## src/rtl/ring_meas_pkg.sv

```systemverilog
package ring_meas_pkg;

  // Number of comparator lines handled by the block.
  localparam int NUM_LINES = 2;
  localparam int LINE_A    = 0;
  localparam int LINE_B    = 1;

  // Edge that produces an event on a line.
  typedef enum logic {
    EDGE_FALL = 1'b0,
    EDGE_RISE = 1'b1
  } edge_kind_e;

  // Edge kind assigned to each line index.
  function automatic edge_kind_e line_edge_kind(input int idx);
    return (idx == LINE_A) ? EDGE_FALL : EDGE_RISE;
  endfunction

endpackage

```

## src/rtl/line_edge_det.sv

```systemverilog
module line_edge_det
  import ring_meas_pkg::*;
#(
  parameter edge_kind_e KIND = EDGE_RISE
) (
  input  logic clk,
  input  logic rst,
  input  logic level_i,
  input  logic gate_i,
  output logic stat_o,
  output logic hit_o,
  output logic pulse_o
);

  logic edge_seen;

  // Edge qualification against the registered level.
  generate
    if (KIND == EDGE_RISE) begin : g_rise
      assign edge_seen = level_i & ~stat_o;
    end else begin : g_fall
      assign edge_seen = ~level_i & stat_o;
    end
  endgenerate

  assign hit_o = edge_seen & gate_i;

  always_ff @(posedge clk) begin
    if (rst) begin
      stat_o  <= 1'b0;
      pulse_o <= 1'b0;
    end else begin
      stat_o  <= level_i;
      pulse_o <= hit_o;
    end
  end

endmodule

```

## src/rtl/sat_tick_counter.sv

```systemverilog
module sat_tick_counter #(
  parameter int W = 8
) (
  input  logic         clk,
  input  logic         rst,
  input  logic         clear_i,
  input  logic         tick_i,
  output logic [W-1:0] count_o
);

  localparam logic [W-1:0] CNT_MAX = {W{1'b1}};

  always_ff @(posedge clk) begin
    if (rst || clear_i) begin
      count_o <= '0;
    end else if (tick_i && (count_o != CNT_MAX)) begin
      count_o <= count_o + 1'b1;
    end
  end

endmodule

```

## src/rtl/period_tracker.sv

```systemverilog
module period_tracker #(
  parameter int W = 8
) (
  input  logic         clk,
  input  logic         rst,
  input  logic         mark_a_i,
  input  logic         mark_b_i,
  input  logic [W-1:0] count_i,
  output logic [W-1:0] period_o
);

  localparam logic [W-1:0] PER_MAX = {W{1'b1}};

  logic armed_q;   // a line B event was seen since reset
  logic seen_a_q;  // a line A event was seen since the last line B event
  logic valid_cycle;

  assign valid_cycle = armed_q & seen_a_q;

  always_ff @(posedge clk) begin
    if (rst) begin
      armed_q  <= 1'b0;
      seen_a_q <= 1'b0;
      period_o <= PER_MAX;
    end else if (mark_b_i) begin
      armed_q  <= 1'b1;
      seen_a_q <= mark_a_i;
      period_o <= valid_cycle ? count_i : PER_MAX;
    end else if (mark_a_i) begin
      seen_a_q <= 1'b1;
    end
  end

endmodule

```

## src/rtl/ring_period_unit.sv

```systemverilog
module ring_period_unit
  import ring_meas_pkg::*;
#(
  parameter int PERIOD_W = 8
) (
  input  logic                clk,
  input  logic                rst,
  input  logic                tick_i,
  input  logic                irq_en_i,
  input  logic                line_a_i,
  input  logic                line_b_i,
  output logic                stat_a_o,
  output logic                stat_b_o,
  output logic                evt_a_o,
  output logic                evt_b_o,
  output logic [PERIOD_W-1:0] period_o
);

  logic [NUM_LINES-1:0] lvl;
  logic [NUM_LINES-1:0] stat;
  logic [NUM_LINES-1:0] hit;
  logic [NUM_LINES-1:0] pulse;
  logic [PERIOD_W-1:0]  tick_count;

  assign lvl[LINE_A] = line_a_i;
  assign lvl[LINE_B] = line_b_i;

  generate
    for (genvar gi = 0; gi < NUM_LINES; gi++) begin : g_line
      line_edge_det #(
        .KIND(line_edge_kind(gi))
      ) u_det (
        .clk    (clk),
        .rst    (rst),
        .level_i(lvl[gi]),
        .gate_i (irq_en_i),
        .stat_o (stat[gi]),
        .hit_o  (hit[gi]),
        .pulse_o(pulse[gi])
      );
    end
  endgenerate

  sat_tick_counter #(
    .W(PERIOD_W)
  ) u_cnt (
    .clk    (clk),
    .rst    (rst),
    .clear_i(hit[LINE_B]),
    .tick_i (tick_i),
    .count_o(tick_count)
  );

  period_tracker #(
    .W(PERIOD_W)
  ) u_trk (
    .clk     (clk),
    .rst     (rst),
    .mark_a_i(hit[LINE_A]),
    .mark_b_i(hit[LINE_B]),
    .count_i (tick_count),
    .period_o(period_o)
  );

  assign stat_a_o = stat[LINE_A];
  assign stat_b_o = stat[LINE_B];
  assign evt_a_o  = pulse[LINE_A];
  assign evt_b_o  = pulse[LINE_B];

endmodule

```

## config.mk

```make
export PLATFORM = sky130hd
export DESIGN_NAME = ring_period_unit
export DESIGN_NICKNAME = d
export VERILOG_FILES = /design/src/rtl/ring_meas_pkg.sv /design/src/rtl/line_edge_det.sv /design/src/rtl/sat_tick_counter.sv /design/src/rtl/period_tracker.sv /design/src/rtl/ring_period_unit.sv
export SDC_FILE = /design/constraint.sdc
export NUM_CORES = 1
export LEC_CHECK = 0
export BUFFER_PORTS_ARGS = -buffer_cell sky130_fd_sc_hd__buf_4
export CORE_MARGIN = 2
export CORE_UTILIZATION = 55
export CTS_BUF_LIST = sky130_fd_sc_hd__clkbuf_4 sky130_fd_sc_hd__clkbuf_8 sky130_fd_sc_hd__clkbuf_16
export CTS_CLUSTER_DIAMETER = 200
export DETAILED_ROUTE_END_ITERATION = 16
export PLACE_DENSITY = 0.8
export RECOVER_POWER = 50
export SLEW_MARGIN = 20
export SYNTH_ARGS = -nofsm -noshare
export SYNTH_HDL_FRONTEND = slang
export SYNTH_SLANG_ARGS = --single-unit
```

## constraint.sdc

```tcl
create_clock -name clk -period 2.14 [get_ports clk]
set_clock_uncertainty 0.15 [all_clocks]
set_input_delay 0.214 -clock clk [delete_from_list [all_inputs] [get_ports clk]]
set_output_delay 0.214 -clock clk [all_outputs]
set_load 0.02 [all_outputs]
```

==> metrics.md <==
| Metric | Value |
|---|---|
| Result of the run | finished clean |
| Biggest fanout along the worst timing path | 9 |
| Met2 routing resource usage after global routing | 0.3324 |
| Achievable frequency | 564.3 MHz |
| Met1 Use GR | 0.2694 |
| Max clock buf depth | 2 |
| Overall die width | between 40 and 50 um |
| Number of placement rows | 14 |
| Element type at the critical path start | primary input |
| Data required time of the worst path | between 2 and 2.5 ns |
| Number of warnings reported in the yosys synthesis log | 0 |
| Syn_nets | 90 |
| Total negative slack | 0 ns |
| # diodes | 0 |
| Initial DRC Count | 4 |
| Clk Tree Root Cell | sky130_fd_sc_hd__clkbuf_4 |
| Number of fillers in the final layout | between 100 and 150 |
| # DRC | 0 |
| Total count of hold-check failures in the final report | 0 |
| Total wirelength of the detailed-routed design | 1.683 mm |
| Clock latency on the worst-skew pair | around 0.30 ns |
| Busiest layer in global routing | met2 |
| Final estimated routing congestion in global placement | between 0.7 and 0.8 |
| Syn avg cell area | ~11 um2 |
| CTS clock-pin slew for the worst setup and hold paths | ~0.12 ns |
| Summed instance area of the synthesized netlist | 873.3 um2 |
| Number of top-level design ports | 18 |
| Final worst-path cycle share | 0.8281 |
| Clock period minus final worst setup slack | around 1.8 ns |
| DP Worst Slack | roughly 0.58 ns |
| Worst vdd ir | 0.4958 mV |
| Total global-route track usage | 0.2067 |
| Number of nets with antenna violations after detailed routing | 0 |
| GRT met3 Usage | 0.03750 |
| Vias in the first global route | about 660 |
| Data arrival time at the worst-slack endpoint | between 1.5 and 2 ns |
| Via count | roughly 700 |
| Pin slew with the least headroom to its limit | between 0.4 and 0.5 ns |
| Wire length of the first global-routing pass | between 2 and 3 mm |
| Fraction of layout cells with a size suffix above 1 | 0.09615 |
| Unrepaired setup endpoints after global routing | false |
| Total of hold buffers inserted after clock tree synthesis | 3 |
| Setup fix buffers added after clock tree synthesis | 0 |
| GRT Residual Overflow | 0 |
| Height of the chip | 43.85 um |
| Final Instance Area | 1018 um2 |
| Hold Path Class | in2reg |
| Detailed-placement wirelength estimate | roughly 1.2 mm |
| # clock sinks | 22 |
| Area of placed instances | about 1000 um2 |
| Worst setup path category | in2reg |
| Quantity of I/O buffers inserted on ports | 17 |
| Critical Path Sink Type | register |
| Final cell count without fillers | 120 |
| CTS tree | built |
| Total number of nets in the final design | ~110 |
| Detailed-router iteration count before antenna repair | 4 |
| Placed cell count | between 100 and 150 |
| Clock buffers created by TritonCTS | 3 |
| Max-slew violation count | 0 |
| Effective utilization at floorplan | 0.5866 |
| Number of storage elements in the synthesis netlist | 22 |
| Share of synthesized area occupied by flip-flops and latches | 0.5043 |
| Synth unique cells | 30 |
| Slew headroom | 0.6897 |
| Number of vias per cell after detailed routing | slightly below 6 |
| Power per standard cell area | ~700 nW/um2 |
| Die Footprint | roughly 1900 um2 |
| H-tree depth | 1 |
| Worst setup slack after layout | around 0.37 ns |
| Max-cap violations | 0 |
| Average routed wire per standard cell | ~14 um |
| Core Box Area | between 1000 and 1500 um2 |
| Cells after Synth | 83 |
| Antenna violations before repair | 0 |
| Final count of negative-setup-slack endpoints | 0 |
| Cts repair resizes | 0 |
| Static leakage | 0.3813 nW |
| Area delta synth->final | 16.62% |
| Pin count of the biggest net entering global routing | 14 |
[critical path: stages]
cell and delay [ns]:
sky130_fd_sc_hd__dlygate4sd3_1 0.53, sky130_fd_sc_hd__clkbuf_1 0.19, sky130_fd_sc_hd__nor4bb_1 0.34, sky130_fd_sc_hd__dlygate4sd3_1 0.59
[kinds of logic after synthesis]
| family | Yosys count | share of synthesized area |
|---|---|---|
| AND/OR/NAND/NOR | 29 | 0.2278 |
| buffers and inverters | 7 | 0.04010 |
| multiplexers | 4 | 0.04585 |
| AO/OA/AOI/OAI | 20 | 0.1676 |
| flip-flops | 22 | 0.5043 |
| adder cells (fa/ha/maj) | 1 | 0.01432 |
[final timing paths]
check / start / to / slack (ns) / depth (start not counted)
hold / removal: line_b_i / g_line[1].u_det.stat_o / 0.006 / 2
setup / recovery: rst / g_line[0].u_det.pulse_o / 0.37 / 4
setup reg to reg: u_cnt.count_o[0] / u_cnt.count_o[1] / 0.54 / 4
hold reg to reg: u_trk.armed_q / u_trk.armed_q / 0.32 / 2
[metal layers]
layer	vias up	share of wire
met2	17	0.48
li1	353	-
met3	4	0.026
met1	330	0.48
met5	-	0
met4	0	0.015
[cells in the mapped netlist]
| library cell | count | area (um2) |
|---|---|---|
| sky130_fd_sc_hd__a211oi_1 | 1 | 7.510 |
| sky130_fd_sc_hd__a21boi_0 | 1 | 7.510 |
| sky130_fd_sc_hd__a21oi_1 | 6 | 30.03 |
| sky130_fd_sc_hd__a311oi_1 | 1 | 8.760 |
| sky130_fd_sc_hd__and2_1 | 1 | 6.260 |
| sky130_fd_sc_hd__and3_1 | 2 | 12.51 |
| sky130_fd_sc_hd__and4_1 | 2 | 17.52 |
| sky130_fd_sc_hd__buf_2 | 1 | 5.000 |
| sky130_fd_sc_hd__buf_6 | 1 | 11.26 |
| sky130_fd_sc_hd__clkbuf_1 | 1 | 3.750 |
| sky130_fd_sc_hd__dfxtp_1 | 22 | 440.4 |
| sky130_fd_sc_hd__ha_1 | 1 | 12.51 |
| sky130_fd_sc_hd__inv_1 | 4 | 15.01 |
| sky130_fd_sc_hd__mux2i_1 | 4 | 40.04 |
| sky130_fd_sc_hd__nand2_1 | 2 | 7.510 |
| sky130_fd_sc_hd__nand3_1 | 6 | 30.03 |
| sky130_fd_sc_hd__nand3b_1 | 4 | 30.03 |
| sky130_fd_sc_hd__nand3b_4 | 1 | 20.02 |
| sky130_fd_sc_hd__nand4_1 | 1 | 6.260 |
| sky130_fd_sc_hd__nor2_1 | 2 | 7.510 |
| sky130_fd_sc_hd__nor2b_1 | 2 | 12.51 |
| sky130_fd_sc_hd__nor3_1 | 1 | 5.000 |
| sky130_fd_sc_hd__nor3b_1 | 1 | 7.510 |
| sky130_fd_sc_hd__nor4b_1 | 1 | 8.760 |
| sky130_fd_sc_hd__nor4bb_1 | 1 | 10.01 |
| sky130_fd_sc_hd__o21bai_1 | 2 | 15.01 |
| sky130_fd_sc_hd__o22a_1 | 8 | 70.07 |
| sky130_fd_sc_hd__o31ai_1 | 1 | 7.510 |
| sky130_fd_sc_hd__or3_1 | 1 | 6.260 |
| sky130_fd_sc_hd__or4_4 | 1 | 11.26 |
[area by class of cell]
| class | instances | area [um2] | area share |
|---|---|---|---|
| inverter | 4 | 15.01 | 0.01474 |
| multi-input combinational | 54 | 397.9 | 0.3907 |
| clock buffer | 4 | 36.28 | 0.03563 |
| timing repair buffer | 20 | 108.9 | 0.1069 |
| sequential | 22 | 440.4 | 0.4324 |
| tap | 16 | 20.02 | 0.01966 |
[flip-flops by register name (all words and copies together), names as in the netlist]
| signal | cells |
|---|---|
| u_cnt.count_o | 8 |
| g_line.u_det.stat_o | 2 |
| g_line.u_det.pulse_o | 2 |
| u_trk.seen_a_q | 1 |
| u_trk.armed_q | 1 |
| u_trk.period_o | 8 |
[cell usage in the layout, fill, tap and decap left out]
| cell type | netlist | layout |
|---|---|---|
| sky130_fd_sc_hd__mux2i_1 | 4 | 4 |
| sky130_fd_sc_hd__o21bai_1 | 2 | 2 |
| sky130_fd_sc_hd__or3_1 | 1 | 1 |
| sky130_fd_sc_hd__nand3b_4 | 1 | 1 |
| sky130_fd_sc_hd__dlygate4sd3_1 | 0 | 3 |
| sky130_fd_sc_hd__nor2_1 | 2 | 2 |
| sky130_fd_sc_hd__nor2b_1 | 2 | 2 |
| sky130_fd_sc_hd__or4_4 | 1 | 1 |
| sky130_fd_sc_hd__nand3_1 | 6 | 6 |
| sky130_fd_sc_hd__buf_4 | 0 | 3 |
| sky130_fd_sc_hd__a211oi_1 | 1 | 1 |
| sky130_fd_sc_hd__nor3_1 | 1 | 1 |
| sky130_fd_sc_hd__o31ai_1 | 1 | 1 |
| sky130_fd_sc_hd__nand2_1 | 2 | 2 |
| sky130_fd_sc_hd__clkbuf_8 | 0 | 1 |
| sky130_fd_sc_hd__and4_1 | 2 | 2 |
| sky130_fd_sc_hd__a311oi_1 | 1 | 1 |
| sky130_fd_sc_hd__nand4_1 | 1 | 1 |
| sky130_fd_sc_hd__a21oi_1 | 6 | 6 |
| sky130_fd_sc_hd__nand3b_1 | 4 | 4 |
| sky130_fd_sc_hd__and3_1 | 2 | 2 |
| sky130_fd_sc_hd__clkbuf_4 | 0 | 4 |
| sky130_fd_sc_hd__and2_1 | 1 | 1 |
| sky130_fd_sc_hd__nor4bb_1 | 1 | 1 |
| sky130_fd_sc_hd__nor3b_1 | 1 | 1 |
| sky130_fd_sc_hd__dfxtp_1 | 22 | 22 |
| sky130_fd_sc_hd__nor4b_1 | 1 | 1 |
| sky130_fd_sc_hd__a21boi_0 | 1 | 1 |
| sky130_fd_sc_hd__clkbuf_1 | 1 | 13 |
| sky130_fd_sc_hd__ha_1 | 1 | 1 |
| sky130_fd_sc_hd__o22a_1 | 8 | 8 |
| sky130_fd_sc_hd__inv_1 | 4 | 4 |
[power by group]
group,total [mW],switching [mW],internal [mW]
logic,0.0492,0.0282,0.0210
clock network,0.226,0.123,0.104
registers,0.423,0.00569,0.418
total,0.699,0.156,0.542
[stage by stage]
stage	power, mW	hold WS (ns)	util
final	0.6987	0.006275	0.6840
after CTS	0.7013	0.009501	0.7168
after detailed placement	0.4820	0.2598	0.6723
after global placement	0.4801	0.2512	0.6723
after floorplan	0.4603	0.1331	-
after global routing	0.7220	0.02023	0.6840
No activity file was read; power rests on OpenSTA's default activity.
